File: config.mk
export PLATFORM = sky130hd
export DESIGN_NAME = testwin
export DESIGN_NICKNAME = d
export VERILOG_FILES = /design/src/rtl/testwin_pkg.sv /design/src/rtl/testwin_decode.sv /design/src/rtl/testwin_sig_gen.sv /design/src/rtl/testwin_scratch.sv /design/src/rtl/testwin.sv
export SDC_FILE = /design/constraint.sdc
export NUM_CORES = 2
export LEC_CHECK = 0
export ABC_AREA = 1
export BUFFER_PORTS_ARGS = -buffer_cell sky130_fd_sc_hd__buf_4
export CAP_MARGIN = 10
export CORE_ASPECT_RATIO = 0.6
export CORE_MARGIN = 10
export CORE_UTILIZATION = 26
export DETAILED_ROUTE_END_ITERATION = 8
export SLEW_MARGIN = 30
export SYNTH_ARGS = -nofsm -noshare
export SYNTH_HDL_FRONTEND = slang
export SYNTH_SLANG_ARGS = --single-unit
export TNS_END_PERCENT = 5
File: constraint.sdc
create_clock -name clk -period 7 [get_ports clk]
set_clock_uncertainty 0.15 [all_clocks]
set_input_delay 1.75 -clock clk [delete_from_list [all_inputs] [get_ports clk]]
set_output_delay 1.75 -clock clk [all_outputs]
set_load 0.1 [all_outputs]
File: src/rtl/testwin_pkg.sv
package testwin_pkg;

    localparam int BUS_BYTES = 8;
    localparam int BUS_W     = BUS_BYTES * 8;

    typedef enum logic [1:0] {
        RG_NONE = 2'd0,
        RG_SIG  = 2'd1,
        RG_SCR  = 2'd2
    } region_e;

    function automatic logic [3:0] size_bytes(input logic [1:0] code);
        return 4'd1 << code;
    endfunction

    function automatic logic [BUS_W-1:0] lane_mask(input logic [1:0] code);
        logic [BUS_W-1:0] m;
        for (int i = 0; i < BUS_BYTES; i++) begin
            m[8*i +: 8] = (4'(i) < size_bytes(code)) ? 8'hFF : 8'h00;
        end
        return m;
    endfunction

endpackage

File: src/rtl/testwin_decode.sv
module testwin_decode
    import testwin_pkg::*;
#(
    parameter int                ADDR_W    = 12,
    parameter logic [ADDR_W-1:0] SIG_BASE  = 12'h010,
    parameter logic [ADDR_W-1:0] SCR_BASE  = 12'h0C0,
    parameter int                SCR_BYTES = 64,
    localparam int               IDX_W     = $clog2(SCR_BYTES)
) (
    input  logic              clk,
    input  logic              rst_n,
    input  logic [ADDR_W-1:0] addr,
    input  logic [1:0]        size,
    output region_e           region,
    output logic [2:0]        sig_off,
    output logic [IDX_W-1:0]  scr_idx
);

    localparam logic [ADDR_W:0] SCR_LIMIT = (ADDR_W+1)'(SCR_BYTES);

    logic [ADDR_W-1:0] sig_rel;
    logic [ADDR_W-1:0] scr_rel;
    logic [ADDR_W:0]   scr_end;
    logic              sig_hit;
    logic              scr_hit;

    assign sig_rel = addr - SIG_BASE;
    assign scr_rel = addr - SCR_BASE;
    assign scr_end = {1'b0, scr_rel} + (ADDR_W+1)'(size_bytes(size));

    // Signature region spans 8 bytes; the access may run past it (padding).
    assign sig_hit = (addr >= SIG_BASE) && (sig_rel < ADDR_W'(8));
    // Scratch needs the whole access inside the area.
    assign scr_hit = (addr >= SCR_BASE) && (scr_end <= SCR_LIMIT);

    assign sig_off = sig_rel[2:0];
    assign scr_idx = scr_rel[IDX_W-1:0];

    always_comb begin
        if (sig_hit)      region = RG_SIG;
        else if (scr_hit) region = RG_SCR;
        else              region = RG_NONE;
    end

    // the two regions never claim the same address.
    p_regions_disjoint_r7: assert property (@(posedge clk) disable iff (!rst_n)
        $onehot0({sig_hit, scr_hit}));

endmodule

File: src/rtl/testwin_sig_gen.sv
module testwin_sig_gen
    import testwin_pkg::*;
#(
    parameter logic [31:0] SIGNATURE = 32'h5A17_C3E9
) (
    input  logic [2:0]       start,
    output logic [BUS_W-1:0] bytes
);

    localparam logic [63:0] PATTERN = {SIGNATURE, SIGNATURE};

    for (genvar i = 0; i < BUS_BYTES; i++) begin : g_lane
        logic [3:0] pos;
        assign pos = {1'b0, start} + 4'(i);
        assign bytes[8*i +: 8] = pos[3] ? 8'hFF : PATTERN[8*pos[2:0] +: 8];
    end

endmodule

File: src/rtl/testwin_scratch.sv
module testwin_scratch
    import testwin_pkg::*;
#(
    parameter  int SCR_BYTES = 64,
    localparam int IDX_W     = $clog2(SCR_BYTES)
) (
    input  logic             clk,
    input  logic             rst_n,
    input  logic             wr_en,
    input  logic [IDX_W-1:0] idx,
    input  logic [3:0]       nbytes,
    input  logic [BUS_W-1:0] wdata,
    output logic [BUS_W-1:0] rdata
);

    typedef logic [SCR_BYTES-1:0][7:0] store_t;

    store_t store_d;
    store_t store_q;

    always_comb begin
        logic [IDX_W-1:0] rel;
        store_d = store_q;
        for (int j = 0; j < SCR_BYTES; j++) begin
            rel = IDX_W'(j) - idx;
            if (wr_en && (rel < IDX_W'(nbytes))) begin
                store_d[j] = wdata[8*rel[2:0] +: 8];
            end
        end
    end

    always_ff @(posedge clk) begin
        if (!rst_n) store_q <= '0;
        else        store_q <= store_d;
    end

    for (genvar i = 0; i < BUS_BYTES; i++) begin : g_rd
        assign rdata[8*i +: 8] = store_q[idx + IDX_W'(i)];
    end

    // without a write strobe no scratch byte moves.
    p_hold_idle_r6: assert property (@(posedge clk) disable iff (!rst_n)
        !wr_en |=> store_q == $past(store_q));

    // the first addressed byte lands at the write index.
    p_first_byte_r5: assert property (@(posedge clk) disable iff (!rst_n)
        wr_en |=> store_q[$past(idx)] == $past(wdata[7:0]));

endmodule

File: src/rtl/testwin.sv
module testwin
    import testwin_pkg::*;
#(
    parameter int                ADDR_W    = 12,
    parameter logic [ADDR_W-1:0] SIG_BASE  = 12'h010,
    parameter logic [ADDR_W-1:0] SCR_BASE  = 12'h0C0,
    parameter int                SCR_BYTES = 64,
    parameter logic [31:0]       SIGNATURE = 32'h5A17_C3E9
) (
    input  logic              clk,
    input  logic              rst_n,
    input  logic              req_valid,
    output logic              req_ready,
    input  logic              req_write,
    input  logic [ADDR_W-1:0] req_addr,
    input  logic [1:0]        req_size,
    input  logic [63:0]       req_wdata,
    output logic              rsp_valid,
    output logic [63:0]       rsp_rdata
);

    localparam int IDX_W = $clog2(SCR_BYTES);

    typedef struct packed {
        logic             vld;
        logic [BUS_W-1:0] data;
    } rsp_t;

    region_e          region;
    logic [2:0]       sig_off;
    logic [IDX_W-1:0] scr_idx;
    logic [BUS_W-1:0] sig_bytes;
    logic [BUS_W-1:0] scr_bytes;
    logic             scr_wr;
    rsp_t             rsp_d;
    rsp_t             rsp_q;

    testwin_decode #(
        .ADDR_W   (ADDR_W),
        .SIG_BASE (SIG_BASE),
        .SCR_BASE (SCR_BASE),
        .SCR_BYTES(SCR_BYTES)
    ) decode_i (
        .clk    (clk),
        .rst_n  (rst_n),
        .addr   (req_addr),
        .size   (req_size),
        .region (region),
        .sig_off(sig_off),
        .scr_idx(scr_idx)
    );

    testwin_sig_gen #(
        .SIGNATURE(SIGNATURE)
    ) sig_i (
        .start(sig_off),
        .bytes(sig_bytes)
    );

    assign scr_wr = req_valid && req_write && (region == RG_SCR);

    testwin_scratch #(
        .SCR_BYTES(SCR_BYTES)
    ) scratch_i (
        .clk   (clk),
        .rst_n (rst_n),
        .wr_en (scr_wr),
        .idx   (scr_idx),
        .nbytes(size_bytes(req_size)),
        .wdata (req_wdata),
        .rdata (scr_bytes)
    );

    assign req_ready = 1'b1;

    always_comb begin
        rsp_d.vld  = req_valid;
        rsp_d.data = '0;
        if (req_valid && !req_write) begin
            unique case (region)
                RG_SIG:  rsp_d.data = sig_bytes & lane_mask(req_size);
                RG_SCR:  rsp_d.data = scr_bytes & lane_mask(req_size);
                default: rsp_d.data = lane_mask(req_size);
            endcase
        end
    end

    always_ff @(posedge clk) begin
        if (!rst_n) rsp_q <= '0;
        else        rsp_q <= rsp_d;
    end

    assign rsp_valid = rsp_q.vld;
    assign rsp_rdata = rsp_q.data;

    p_rsp_next_cycle_r8: assert property (@(posedge clk) disable iff (!rst_n)
        req_valid |=> rsp_valid);

    p_no_spurious_rsp_r8: assert property (@(posedge clk) disable iff (!rst_n)
        !req_valid |=> !rsp_valid);

    p_write_rsp_zero_r8: assert property (@(posedge clk) disable iff (!rst_n)
        (req_valid && req_write) |=> rsp_rdata == '0);

    p_byte_lane_zero_r9: assert property (@(posedge clk) disable iff (!rst_n)
        (req_valid && req_size == 2'd0) |=> rsp_rdata[63:8] == '0);

    p_unmapped_ones_r7: assert property (@(posedge clk) disable iff (!rst_n)
        (req_valid && !req_write && region == RG_NONE) |=> rsp_rdata[7:0] == 8'hFF);

endmodule

==> metrics.yaml <==
status: "finished clean"
seqPwrFrac_pct: 27.9
synth_area_sq_mm: 0.0484
cts_setup_buffers: 0
synthCells: 8533
sw_frac_of_total_pct: 44.6
p_int_mw: 6.57
die_w_microns: 577
start_kind: "input pin"
globalplace.congestion: 1.16
ys_types: 50
grt_pass1_wl_microns: 480000
pwr_density_cell_mw_per_mm2: 215
cts_root_buffer: "clkbuf_16"
yosys_warnings: 0
drv_slew: 0
power.share.clock_pct: 35.3
syn_avg_cell_area_sq_um: 5.67
synth_top_cells_by_count: "nand2_1 (2929), nand3_1 (2033), nor2_1 (925)"
htreeDepth: 3
core_area_sq_mm: 0.185
cts_resized: 0
wl_per_cell_microns: 33.2
clock-sinks: 577
wirelength_microns: 364000
numCtsBuffers: 69
antenna_found_initial: 44
synth_flop_cell: "dfxtp_1"
clkTransAtPathRegs_ns: 0.06
die_area_sq_mm: 0.204
setup_violations: 0
leakage_nw: 23.5
crit_fanout: 17
floorplan.io_pins: 148
crit_type: "input pin to flop"
track_usage_pct: 33.6
cp_data_required_time_ns: 7.45
die_h_microns: 354
hold_class: "flop to flop"
rsz0062_at_grt: "false"
place_hpwl_microns: 267000
viasPerCell: 5.83
ys_ff_latch: 577
seq_area_frac_synth_pct: 23.9
fin_area_sq_mm: 0.0551
finalCritPeriodShare_pct: 83.5
slew_headroom_pct: 17.1
synth_top_cells_by_area: "dfxtp_1 (24%), nand2_1 (23%), nand3_1 (21%), nor2_1 (7.2%), o21ai_0 (4.0%)"
drive_gt1_share_pct: 8.60
clk_latency_ns: 0.72
ir_worst_vdd_v: 0.000174
arrival_ns: 6.29
rows: 122
synth_edf_count: 0
ys_async_sr_fraction_pct: 0
worst-slew-pin-transition_ns: 1.23
fmax_mhz: 171
initial_core_util_pct: 26.2
hold_buffers: 0
multi_input_area_sq_mm: 0.0332
yosysMostFrequentCell: "nand2_1"
syn_nets: 8675
seqCellArea_sq_mm: 0.0116
drtIter0Drc: 11772
firstDrtPassIters: 9
crit_path_end_kind: "flop"
yosysTopAreaCellShare_pct: 23.9
power_switching_mw: 5.30
area_growth_syn_to_layout_pct: 13.9
placed_area_sq_mm: 0.0526
synth_top_area_cell: "dfxtp_1"
hold_violations: 0
ant_nets: 0
fillers: 20724
cts_tree: "built"
vias: 63968
cap_violations: 0
period_minus_slack_ns: 5.85
grt_max_degree: 176
tns_ns: 0
final_nets: 8568
portBuffers: 146
combPwrFrac_pct: 36.8
grt_pass1_vias: 54547
cts.path.max_buffers: 3
drc: 0
grt-ovfl-total: 0
-- cells in the final DEF (no fill, tap or decap), drive strengths merged, types with 48 or more instances in the layout --
master / instances
dfxtp: 577
nand3: 2035
clkbuf: 92
inv: 254
nand2: 2935
ha: 59
o21ai: 457
a21oi: 201
or2: 63
buf: 427
mux2i: 66
and2: 48
nor2: 986
-- metal layers --
metal	part of all wire, %	up-vias	GRT usage, %
met1	42	30118	46.6
met3	16	840	15.4
met4	5.6	48	15.2
met5	0.099	-	0
li1	-	27869	-
met2	36	5093	43.3
-- kinds of logic after synthesis --
family	share of synthesized area (%)
and+or+nand+nor	55.6
buffers and inverters	7.96
AOI/OAI and AO/OA	8.75
DFF	23.9
muxes	1.37
adders and majority gates	1.57
xor gates and xnor gates	0.861
other	0.00775
-- sequential cells by signal, indices dropped and copies added (netlist names) --
signal / flops
scratch_i.store_q: 512
rsp_rdata: 64
rsp_valid: 1
-- power by group through the flow --
stage               logic, mW  clock network [mW]  registers, mW
floorplan                1.76                   0           3.45
global placement         4.08                   0           3.38
detailed placement       4.06                   0           3.38
CTS                      4.07                4.20           3.31
global route             4.34                4.31           3.31
finish                   4.37                4.19           3.31
-- area by class of cell --
type | instances | share of cell area [%]
multi-input combinational | 7089 | 60.3
clock buffer | 92 | 3.70
clock inverter | 28 | 0.726
sequential | 577 | 21.0
inverter | 262 | 1.85
antenna | 14 | 0.0636
tap | 2480 | 5.63
timing repair buffer | 427 | 6.81
-- metrics by stage --
step	setup slack [ns]	hold WS (ns)	utilization, %	std cells	power [mW]
floorplan	1.17	0.295	-	8533	5.21
global placement	0.639	0.314	28.5	10834	7.47
detailed placement	0.659	0.322	28.5	10835	7.45
CTS	1.39	0.332	29.8	10955	11.6
global route	1.09	0.347	29.8	10955	12.0
finish	1.15	0.334	29.8	10969	11.9
-- worst max-delay path: stages --
cell	delay (ns)
buf_4	0.14
nand2_1	0.66
inv_2	0.42
ha_1	0.37
a21oi_2	0.20
inv_1	0.07
nand2_1	0.08
nand2_1	0.09
nand3_1	0.08
nand2_1	0.08
inv_2	0.05
nand2_1	0.07
nor2_4	0.18
nand3_4	0.41
buf_4	0.49
nor2_8	0.45
nand2_1	0.41
nand2_1	0.16
nor2_1	0.05
-- final timing paths --
check	from	end	slack, ns	cells after the start
worst max register to register	scratch_i.store_q[234]	rsp_rdata[18]	3.59	9
worst min register to register	scratch_i.store_q[29]	scratch_i.store_q[29]	0.33	2
worst max-delay path	req_size[0]	scratch_i.store_q[419]	1.15	19
worst min-delay path	scratch_i.store_q[29]	scratch_i.store_q[29]	0.33	2
No activity file was read; power rests on OpenSTA's default activity.
